### config.mk
export PLATFORM = sky130hd
export DESIGN_NAME = srt_cnu
export DESIGN_NICKNAME = d
export VERILOG_FILES = /design/src/rtl/srt_pkg.sv /design/src/rtl/srt_minfind.sv /design/src/rtl/srt_flag_chain.sv /design/src/rtl/srt_partition.sv /design/src/rtl/srt_cnu.sv
export SDC_FILE = /design/constraint.sdc
export NUM_CORES = 1
export LEC_CHECK = 0
export ABC_AREA = 1
export BUFFER_PORTS_ARGS = -buffer_cell sky130_fd_sc_hd__clkbuf_2
export CAP_MARGIN = 15
export CORE_UTILIZATION = 55
export DETAILED_ROUTE_END_ITERATION = 10
export PLACE_DENSITY = 0.8
export SLEW_MARGIN = 20
export SYNTH_ARGS = -nofsm -noshare
export SYNTH_HDL_FRONTEND = slang
export SYNTH_SLANG_ARGS = --single-unit
### constraint.sdc
create_clock -name clk -period 12.4 [get_ports clk]
set_input_delay 2.48 -clock clk [delete_from_list [all_inputs] [get_ports clk]]
set_output_delay 2.48 -clock clk [all_outputs]
set_load 0.01 [all_outputs]
### src/rtl/srt_pkg.sv
package srt_pkg;
   localparam int unsigned SRT_MAX_MAG_W = 8;

   function automatic bit srt_legal_split(input int unsigned n);
      return (n == 2) || (n == 4) || (n == 8) || (n == 16);
   endfunction
endpackage

### src/rtl/srt_minfind.sv
module srt_minfind #(
   parameter int unsigned K     = 4,
   parameter int unsigned MAG_W = 4,
   localparam int unsigned IDX_W = (K > 1) ? $clog2(K) : 1
) (
   input  logic [K*MAG_W-1:0] mags,
   output logic [MAG_W-1:0]   m1,
   output logic [MAG_W-1:0]   m2,
   output logic [IDX_W-1:0]   m1_idx
);
   always_comb begin
      m1     = '1;
      m2     = '1;
      m1_idx = '0;
      for (int i = 0; i < int'(K); i++) begin
         if (mags[i*MAG_W +: MAG_W] < m1) begin
            m2     = m1;
            m1     = mags[i*MAG_W +: MAG_W];
            m1_idx = IDX_W'(i);
         end else if (mags[i*MAG_W +: MAG_W] < m2) begin
            m2 = mags[i*MAG_W +: MAG_W];
         end
      end
   end
endmodule

### src/rtl/srt_flag_chain.sv
module srt_flag_chain #(
   parameter int unsigned NPART = 8
) (
   input  logic [NPART-1:0] loc_flag,
   input  logic [NPART-1:0] loc_par,
   output logic [NPART-1:0] oth_flag,
   output logic [NPART-1:0] oth_par
);
   logic [NPART-1:0] fwd_f, bwd_f, fwd_p, bwd_p;

   assign fwd_f[0]       = loc_flag[0];
   assign fwd_p[0]       = loc_par[0];
   assign bwd_f[NPART-1] = loc_flag[NPART-1];
   assign bwd_p[NPART-1] = loc_par[NPART-1];

   for (genvar i = 1; i < NPART; i++) begin : g_fwd
      assign fwd_f[i] = fwd_f[i-1] | loc_flag[i];
      assign fwd_p[i] = fwd_p[i-1] ^ loc_par[i];
   end

   for (genvar i = NPART - 1; i > 0; i--) begin : g_bwd
      assign bwd_f[i-1] = bwd_f[i] | loc_flag[i-1];
      assign bwd_p[i-1] = bwd_p[i] ^ loc_par[i-1];
   end

   for (genvar p = 0; p < NPART; p++) begin : g_tap
      if (p == 0) begin : g_first
         assign oth_flag[p] = bwd_f[p+1];
         assign oth_par[p]  = bwd_p[p+1];
      end else if (p == NPART - 1) begin : g_last
         assign oth_flag[p] = fwd_f[p-1];
         assign oth_par[p]  = fwd_p[p-1];
      end else begin : g_mid
         assign oth_flag[p] = fwd_f[p-1] | bwd_f[p+1];
         assign oth_par[p]  = fwd_p[p-1] ^ bwd_p[p+1];
      end
   end
endmodule

### src/rtl/srt_partition.sv
module srt_partition #(
   parameter int unsigned K     = 4,
   parameter int unsigned MAG_W = 4,
   localparam int unsigned MSG_W = MAG_W + 1,
   localparam int unsigned IDX_W = (K > 1) ? $clog2(K) : 1
) (
   input  logic [K*MSG_W-1:0] in_msg,
   input  logic [MAG_W-1:0]   thr,
   input  logic               oth_flag,
   input  logic               oth_par,
   output logic               loc_flag,
   output logic               loc_par,
   output logic [K*MSG_W-1:0] out_msg
);
   logic [K*MAG_W-1:0] mags;
   logic [K-1:0]       sgns;
   logic [MAG_W-1:0]   m1, m2, m1c, m2c;
   logic [IDX_W-1:0]   m1_idx;
   logic               row_par;

   for (genvar i = 0; i < K; i++) begin : g_split
      assign mags[i*MAG_W +: MAG_W] = in_msg[i*MSG_W +: MAG_W];
      assign sgns[i]                = in_msg[i*MSG_W + MAG_W];
   end

   srt_minfind #(.K(K), .MAG_W(MAG_W)) u_min (
      .mags   (mags),
      .m1     (m1),
      .m2     (m2),
      .m1_idx (m1_idx)
   );

   assign loc_flag = (m1 < thr);
   assign loc_par  = ^sgns;
   assign row_par  = loc_par ^ oth_par;

   assign m1c = (oth_flag && (thr < m1)) ? thr : m1;
   assign m2c = (oth_flag && (thr < m2)) ? thr : m2;

   for (genvar i = 0; i < K; i++) begin : g_out
      assign out_msg[i*MSG_W + MAG_W]   = row_par ^ sgns[i];
      assign out_msg[i*MSG_W +: MAG_W]  = (m1_idx == IDX_W'(i)) ? m2c : m1c;
   end
endmodule

### src/rtl/srt_cnu.sv
module srt_cnu #(
   parameter int unsigned NPART     = 8,
   parameter int unsigned ROW_W     = 32,
   parameter int unsigned MAG_W     = 4,
   parameter int unsigned THR_RESET = 3,
   localparam int unsigned MSG_W = MAG_W + 1,
   localparam int unsigned K     = ROW_W / NPART,
   localparam int unsigned PW    = K * MSG_W
) (
   input  logic                   clk,
   input  logic                   rst_n,
   input  logic                   in_valid,
   input  logic [ROW_W*MSG_W-1:0] in_msg,
   input  logic                   thr_wr,
   input  logic [MAG_W-1:0]       thr_wdata,
   output logic                   out_valid,
   output logic [ROW_W*MSG_W-1:0] out_msg,
   output logic [NPART-1:0]       part_flag
);
   import srt_pkg::*;

   if (!srt_legal_split(NPART)) begin : g_bad_split
      $error("srt_cnu: NPART must be 2, 4, 8 or 16");
   end
   if ((ROW_W % NPART) != 0 || K < 2) begin : g_bad_row
      $error("srt_cnu: ROW_W must be a multiple of NPART with at least 2 edges each");
   end
   if (MAG_W < 2 || MAG_W > SRT_MAX_MAG_W) begin : g_bad_mag
      $error("srt_cnu: MAG_W out of range");
   end

   logic [ROW_W*MSG_W-1:0] msg_q;
   logic [MAG_W-1:0]       thr_q;
   logic [MAG_W-1:0]       thr_cap;
   logic                   vld_q;
   logic [NPART-1:0]       loc_flag, loc_par, oth_flag, oth_par;

   always_ff @(posedge clk or negedge rst_n) begin
      if (!rst_n) begin
         msg_q   <= '0;
         thr_q   <= MAG_W'(THR_RESET);
         thr_cap <= MAG_W'(THR_RESET);
         vld_q   <= 1'b0;
      end else begin
         vld_q <= in_valid;
         if (in_valid) begin
            msg_q   <= in_msg;
            thr_cap <= thr_q;
         end
         if (thr_wr) begin
            thr_q <= thr_wdata;
         end
      end
   end

   srt_flag_chain #(.NPART(NPART)) u_chain (
      .loc_flag (loc_flag),
      .loc_par  (loc_par),
      .oth_flag (oth_flag),
      .oth_par  (oth_par)
   );

   for (genvar p = 0; p < NPART; p++) begin : g_part
      srt_partition #(.K(K), .MAG_W(MAG_W)) u_part (
         .in_msg   (msg_q[p*PW +: PW]),
         .thr      (thr_cap),
         .oth_flag (oth_flag[p]),
         .oth_par  (oth_par[p]),
         .loc_flag (loc_flag[p]),
         .loc_par  (loc_par[p]),
         .out_msg  (out_msg[p*PW +: PW])
      );
   end

   assign out_valid = vld_q;
   assign part_flag = loc_flag;
endmodule

==> PnR_summary.wiki, run 1 <==
{| class="wikitable"
! Metric !! Value
|-
| Run status || finished, final reports clean
|-
| Biggest cell delay along the critical path || 610 ps
|-
| Number of hold violations in the final report || 0
|-
| Clock Latency Late Sink || 460 ps
|-
| CP Data Required Time || 9920 ps
|-
| Final estimated routing congestion in global placement || 0.9353
|-
| Sum of net half-perimeters after detailed placement || 39,050 microns
|-
| Tcrit/Tclk final || 0.7905
|-
| Clock slew at reported path FFs || around 70 ps
|-
| Postcts setup bufs || 0
|-
| Simple-gate portion of the synthesized area || 0.3036
|-
| Cells after synthesis || between 2,000 and 3,000
|-
| WL per Instance || 14.94 microns
|-
| Yosys warns || 0
|-
| Xor/xnor share of the synthesized area || 0.03220
|-
| CP Class || reg -> out
|-
| WHS Path Cells || 2
|-
| Met1 Wirelength || around 21,000 microns
|-
| Iter 0 DRT Violations || about 1,500
|-
| Routed via count divided by cell count || 5.334
|-
| Depth of the worst register-to-register path || 2
|-
| Die W || 178.5 microns
|-
| Slew of the pin with the lowest slew margin || 874.2 ps
|-
| Largest area contributor in the netlist || sky130_fd_sc_hd__dfrtp_1
|-
| Residual antenna-violating net count after detailed routing || 0
|-
| Final Critical Period || 9802 ps
|-
| Synthesis-stage register bit count || ~170
|-
| Number of buffers between clock root and the deepest sink || 2
|-
| Leading cell type in the layout, fill and taps excluded || sky130_fd_sc_hd__nand2_1
|-
| Critical Path Start Type || flip-flop
|-
| Number of buffers created by CTS || 17
|-
| Global-route wire length before repair || ~80,000 microns
|-
| Leading post-synthesis cells by cell area || sky130_fd_sc_hd__dfrtp_1 24%, sky130_fd_sc_hd__nand2_1 18%, sky130_fd_sc_hd__ha_1 15%
|-
| All-layer global routing usage || 0.3130
|-
| Post-synthesis adder-cell area fraction || 0.1467
|-
| Worst setup path startpoint || msg_q[108]$_DFFE_PN0P_
|-
| Hold path startpoint || thr_q[1]$_DFFE_PN1P_
|-
| RSZ-0062 raised after global routing || false
|-
| Sum Neg Setup Slack || 0 ps
|-
| Proportion of layout cells with a drive suffix above 1 || 0.1693
|-
| Timing-limited maximum frequency || 102.0 MHz
|-
| Worst Slack Setup Final || between 2000 and 3000 ps
|-
| Drt total wl || between 40,000 and 50,000 microns
|-
| Residual overflow from global routing || 0
|-
| Cell Area, Synth || 17,140 sq um
|-
| Net total in the final layout || 3,287
|-
| Via count || ~18,000
|-
| Final setup violation count || 0
|-
| Clock tree from TritonCTS || done
|-
| Cell Rows || 64
|-
| # hold bufs at CTS || 0
|-
| Core Box Area || 30,590 sq um
|-
| Leakage component of the power || 11.33 nW
|-
| Slowest cell on the critical path || sky130_fd_sc_hd__a221oi_1
|-
| Post-synthesis area per instance || ~6.5 sq um
|-
| Clock net sink count || 169
|-
| Met3 routed wirelength || 3269 microns
|-
| Place WS || roughly 3200 ps
|-
| Routed length on met2 || 23,260 microns
|-
| Portion of the post-synthesis area used by sequential elements || 0.2471
|-
| Io pins || 337
|-
| Max Cap Violations || 0
|-
| Crit end category || output port
|-
| Initial cell density of the core || 0.5603
|-
| Share of async-settable or async-resettable flops after synthesis || 1.000
|-
| Highest net fanout along the worst path || 16
|-
| Complex-gate fraction of the synthesized area || 0.1305
|-
| Post-Route Skew || 6.693 ps
|-
| IO Port Bufs || 336
|-
| Die height || 178.5 microns
|-
| Antenna fix cells || 0
|-
| Post-synthesis net count || 3,001
|-
| CP arrival || 7320 ps
|-
| Reg2Reg Launch Point || thr_cap[0]$_DFFE_PN1P_
|-
| Post-synth EDFFs || 0
|-
| Largest family of logic cells by synthesized area || simple AND/OR/NAND/NOR gates
|-
| Pins over their slew limit || 0
|-
| Syn-to-layout area delta || 14.77%
|-
| Number of levels in the clock H-tree || 4
|-
| Clock root buffer || sky130_fd_sc_hd__clkbuf_16
|-
| Total power density per cell area || 230.9 nW/um^2
|-
| Die area || 31,870 sq um
|-
| Final-layout fill cell count || approximately 2,900
|-
| Highest metal layer used by the detailed router || met4
|-
| Leading register cell type out of synthesis || sky130_fd_sc_hd__dfrtp_1
|-
| Fraction of synthesized cell area taken by the top area cell type || 0.2409
|-
| Residual DRC || 0
|-
| Antenna violations before repair || 0
|-
| Highest-count cells in the layout ignoring fill and taps || 833 x sky130_fd_sc_hd__nand2_1, 399 x sky130_fd_sc_hd__inv_1, 334 x sky130_fd_sc_hd__clkbuf_2, 279 x sky130_fd_sc_hd__o21ai_0, 242 x sky130_fd_sc_hd__nand3_1
|-
| Multiplexer fraction of the synthesized cell area || 0.02431
|-
| Number of global-route vias before repair || 16,649
|-
| Tightest slew margin relative to the limit || 0.4172
|-
| Number of detailed-routing iterations run before antenna repair || 5
|-
| Unique masters post-synth || 40
|-
| IR drop worst, VDD || 208.2 uV
|-
| Maximum number of pins on one net before global-route repair || between 100 and 150
|-
| Critical path's most frequent cell || sky130_fd_sc_hd__nand2_1
|-
| Path category of the worst min-delay check || reg -> reg
|-
| Number of gates resized after CTS || 0
|}
[through the flow]
stage | std cells | hold slack, ps | area, sq um | power [W] | utilization
floorplan | 2632 | 449.2 | 17140 | 0.002796 | -
global placement | 3295 | 495.0 | 19020 | 0.003857 | 0.6217
detailed placement | 3295 | 506.5 | 19020 | 0.003915 | 0.6217
CTS | 3326 | 522.5 | 19670 | 0.004544 | 0.6430
global route | 3326 | 563.5 | 19670 | 0.004973 | 0.6430
finish | 3326 | 519.2 | 19670 | 0.004541 | 0.6430
[critical path: cells and delay by family (launching register included)]
kind	cells	cell delay [ps]
adder cells (fa/ha/maj)	4	1190
AO/OA/AOI/OAI	7	2660
flip-flops	1	420
AND/OR/NAND/NOR	15	2040
buffers and inverters	5	540
[state kept, by name, summed over array words and instances, names as in the netlist]
signal,flops
out_valid,1
thr_cap,4
msg_q,160
thr_q,4
[power by group]
part	leakage (nW)	switching (W)	total, W	internal (W)
Clock	0.316	0.000242	0.000609	0.000368
Sequential	2.03	0.0000583	0.000662	0.000604
Combinational	8.98	0.00214	0.00327	0.00113
Total	11.3	0.00244	0.00454	0.00210
[routing by layer]
layer / vias to the layer above / track usage
met2: 599 / 0.5323
met3: 111 / 0.05243
li1: 8962 / -
met1: 8070 / 0.3896
met4: 0 / 0.1321
met5: - / 0
[path summary, 6_finish.rpt]
path                                           to  slack (ps)
setup / recovery                      out_msg[62]        2600
hold / removal             thr_cap[1]$_DFFE_PN1P_         520
setup reg to reg           thr_cap[0]$_DFFE_PN1P_       10180
hold reg to reg            thr_cap[1]$_DFFE_PN1P_         520
max in group asynchronous   msg_q[30]$_DFFE_PN0P_        9180
min in group asynchronous  msg_q[101]$_DFFE_PN0P_        2030
[synth_stat cells (14+ instances only)]
master,instances
sky130_fd_sc_hd__nand2_4,14
sky130_fd_sc_hd__dfrtp_1,165
sky130_fd_sc_hd__xnor2_1,23
sky130_fd_sc_hd__clkbuf_1,47
sky130_fd_sc_hd__a21oi_1,62
sky130_fd_sc_hd__nand3_1,242
sky130_fd_sc_hd__o211ai_1,16
sky130_fd_sc_hd__nand2_1,833
sky130_fd_sc_hd__o21ai_0,279
sky130_fd_sc_hd__o21ai_1,30
sky130_fd_sc_hd__mux2_2,37
sky130_fd_sc_hd__nand2_2,36
sky130_fd_sc_hd__ha_1,201
sky130_fd_sc_hd__buf_4,14
sky130_fd_sc_hd__inv_2,17
sky130_fd_sc_hd__xor2_1,40
sky130_fd_sc_hd__inv_1,399
sky130_fd_sc_hd__nor2_1,106
[area by class of cell]
type	count	area (sq um)	area share
tap	396	495.5	0.02519
timing repair buffer	344	1757	0.08931
clock buffer	20	456.7	0.02322
clock inverter	11	193.9	0.009860
inverter	421	1590	0.08085
multi-input combinational	1965	10940	0.5563
sequential	169	4234	0.2153
[cells by family (layout without fill, tap and decap cells)]
logic type | count (synthesis) | after routing
AO/OA/AOI/OAI | 420 | 420
multiplexers | 37 | 37
XOR/XNOR | 63 | 63
flip-flops | 169 | 169
buffers and inverters | 498 | 796
AND/OR/NAND/NOR | 1244 | 1244
adder cells (fa/ha/maj) | 201 | 201
No activity file was read; power rests on OpenSTA's default activity.
==> inputs of run 2 (changes only) <==
==> constraint.sdc (replaced) <==
create_clock -name clk -period 9.81 [get_ports clk]
set_input_delay 1.962 -clock clk [delete_from_list [all_inputs] [get_ports clk]]
set_output_delay 1.962 -clock clk [all_outputs]
set_load 0.01 [all_outputs]
==> PnR_summary.wiki, run 2 (synthesized netlist as in run 1, its figures left out) <==
{| class="wikitable"
! Metric !! Value
|-
| Number of buffers created by CTS || 17
|-
| Clock tree from TritonCTS || done
|-
| Tcrit/Tclk final || 0.9238
|-
| Syn-to-layout area delta || 14.29%
|-
| CP arrival || 7100 ps
|-
| Slowest cell on the critical path || sky130_fd_sc_hd__a221oi_1
|-
| Iter 0 DRT Violations || 1,343
|-
| Number of buffers between clock root and the deepest sink || 2
|-
| Antenna fix cells || 0
|-
| Final setup violation count || 0
|-
| Biggest registers after layout || msg_q (160), thr_cap (4), thr_q (4)
|-
| Critical path's most frequent cell || sky130_fd_sc_hd__nand2_1
|-
| Slew of the pin with the lowest slew margin || 1093 ps
|-
| Crit end category || output port
|-
| Die area || 31,870 sq um
|-
| Biggest cell delay along the critical path || ~560 ps
|-
| Sum of net half-perimeters after detailed placement || 38,800 microns
|-
| Residual DRC || 0
|-
| Number of detailed-routing iterations run before antenna repair || 6
|-
| Register bank with the most flops || msg_q
|-
| Net total in the final layout || 3,288
|-
| Core Box Area || between 30,000 and 40,000 sq um
|-
| Path category of the worst min-delay check || reg -> reg
|-
| Post-Route Skew || 6.968 ps
|-
| Clock Latency Late Sink || 460 ps
|-
| Number of hold violations in the final report || 0
|-
| Highest net fanout along the worst path || 16
|-
| Highest-count cells in the layout ignoring fill and taps || 833 x sky130_fd_sc_hd__nand2_1, 399 x sky130_fd_sc_hd__inv_1, 334 x sky130_fd_sc_hd__clkbuf_2, 272 x sky130_fd_sc_hd__o21ai_0, 242 x sky130_fd_sc_hd__nand3_1
|-
| Antenna violations before repair || 0
|-
| CP Class || reg -> out
|-
| Sum Neg Setup Slack || 0 ps
|-
| Clock slew at reported path FFs || 70 ps
|-
| Timing-limited maximum frequency || roughly 110 MHz
|-
| Number of levels in the clock H-tree || 4
|-
| Final estimated routing congestion in global placement || 0.9255
|-
| Via count || 17,763
|-
| Final Critical Period || 9063 ps
|-
| Total power density per cell area || 288.8 nW/um^2
|-
| Final Instance Count excl. Fillers || ~3,300
|-
| Leading cell type in the layout, fill and taps excluded || sky130_fd_sc_hd__nand2_1
|-
| Pins over their slew limit || 0
|-
| Clock net sink count || 169
|-
| Io pins || 337
|-
| Final worst hold slack || 522.7 ps
|-
| IR drop worst, VDD || 370.6 uV
|-
| Die height || 178.5 microns
|-
| IO Port Bufs || 336
|-
| Proportion of layout cells with a drive suffix above 1 || 0.1698
|-
| # hold bufs at CTS || 0
|-
| Residual antenna-violating net count after detailed routing || 0
|-
| Die W || 178.5 microns
|-
| Routed via count divided by cell count || 5.337
|-
| Number of global-route vias before repair || 16,854
|-
| Cell Rows || 64
|-
| Initial cell density of the core || 0.5603
|-
| Tightest slew margin relative to the limit || 0.2711
|-
| Run status || finished, final reports clean
|-
| Cell count after placement || 3,296
|-
| Drt total wl || 49,520 microns
|-
| Residual overflow from global routing || 0
|-
| Global-route wire length before repair || 80,610 microns
|-
| All-layer global routing usage || 0.3169
|-
| Max Cap Violations || 0
|-
| Clock root buffer || sky130_fd_sc_hd__clkbuf_16
|-
| CP Data Required Time || 7850 ps
|-
| Fin util || 0.6403
|-
| Leakage component of the power || around 11 nW
|-
| WL per Instance || 14.88 microns
|-
| Maximum number of pins on one net before global-route repair || 113
|-
| RSZ-0062 raised after global routing || false
|-
| Post-layout total power || 0.005657 W
|-
| Critical Path Start Type || flip-flop
|-
| Largest register FFs || 160
|}
-- run 2: cell type report --
type | instances | area, sq um
fill | 2783 | 11000
inverter | 421 | 1590
timing repair buffer | 345 | 1764
clock inverter | 13 | 121.4
multi-input combinational | 1965 | 10950
clock buffer | 19 | 432.9
tap | 396 | 495.5
sequential | 169 | 4234
-- run 2: stage by stage --
stage	setup WS [ps]	cell area [sq um]
floorplan	2683	17140
global placement	1215	19030
detailed placement	1111	19030
CTS	595.3	19580
global route	3.249	19590
finish	747.3	19590
-- run 2: what timing repair did --
action,CTS,global route
setup endpoints to repair,0,68
buffers inserted,0,0
gates resized for setup,0,8
-- run 2: per-layer routing --
| metal | global-route usage | vias to the layer above | wire length [microns] |
|---|---|---|---|
| met4 | 0.1448 | 0 | 1961 |
| met5 | 0 | - | 0 |
| met1 | 0.3918 | 8045 | 21300 |
| met2 | 0.5336 | 625 | 22920 |
| met3 | 0.05754 | 135 | 3333 |
| li1 | - | 8958 | - |
-- run 2: path summary, 6_finish.rpt --
kind | endpoint | start | depth (start not counted) | slack, ps
worst max-delay path | out_msg[76] | msg_q[108]$_DFFE_PN0P_ | 31 | 750
worst min register to register | thr_cap[0]$_DFFE_PN1P_ | thr_q[0]$_DFFE_PN1P_ | 2 | 520
min in group asynchronous | msg_q[100]$_DFFE_PN0P_ | rst_n | 1 | 1450
worst max register to register | thr_cap[0]$_DFFE_PN1P_ | thr_cap[0]$_DFFE_PN1P_ | 2 | 7600
worst min-delay path | thr_cap[0]$_DFFE_PN1P_ | thr_q[0]$_DFFE_PN1P_ | 2 | 520
max in group asynchronous | thr_q[2]$_DFFE_PN0P_ | rst_n | 2 | 7120
-- run 2: report_power, final --
| group | switching, W | leakage, nW | internal, W |
|---|---|---|---|
| logic | 0.00272 | 8.99 | 0.00143 |
| registers | 0.0000707 | 2.03 | 0.000763 |
| clock network | 0.000319 | 0.262 | 0.000351 |
-- run 2: critical path, delay by kind of cell, from the launching register on --
family	cells	cell delay, ps
AOI/OAI and AO/OA	9	2800
and+or+nand+nor	13	1710
adders and majority gates	4	1170
buffers and inverters	5	520
DFF	1	420
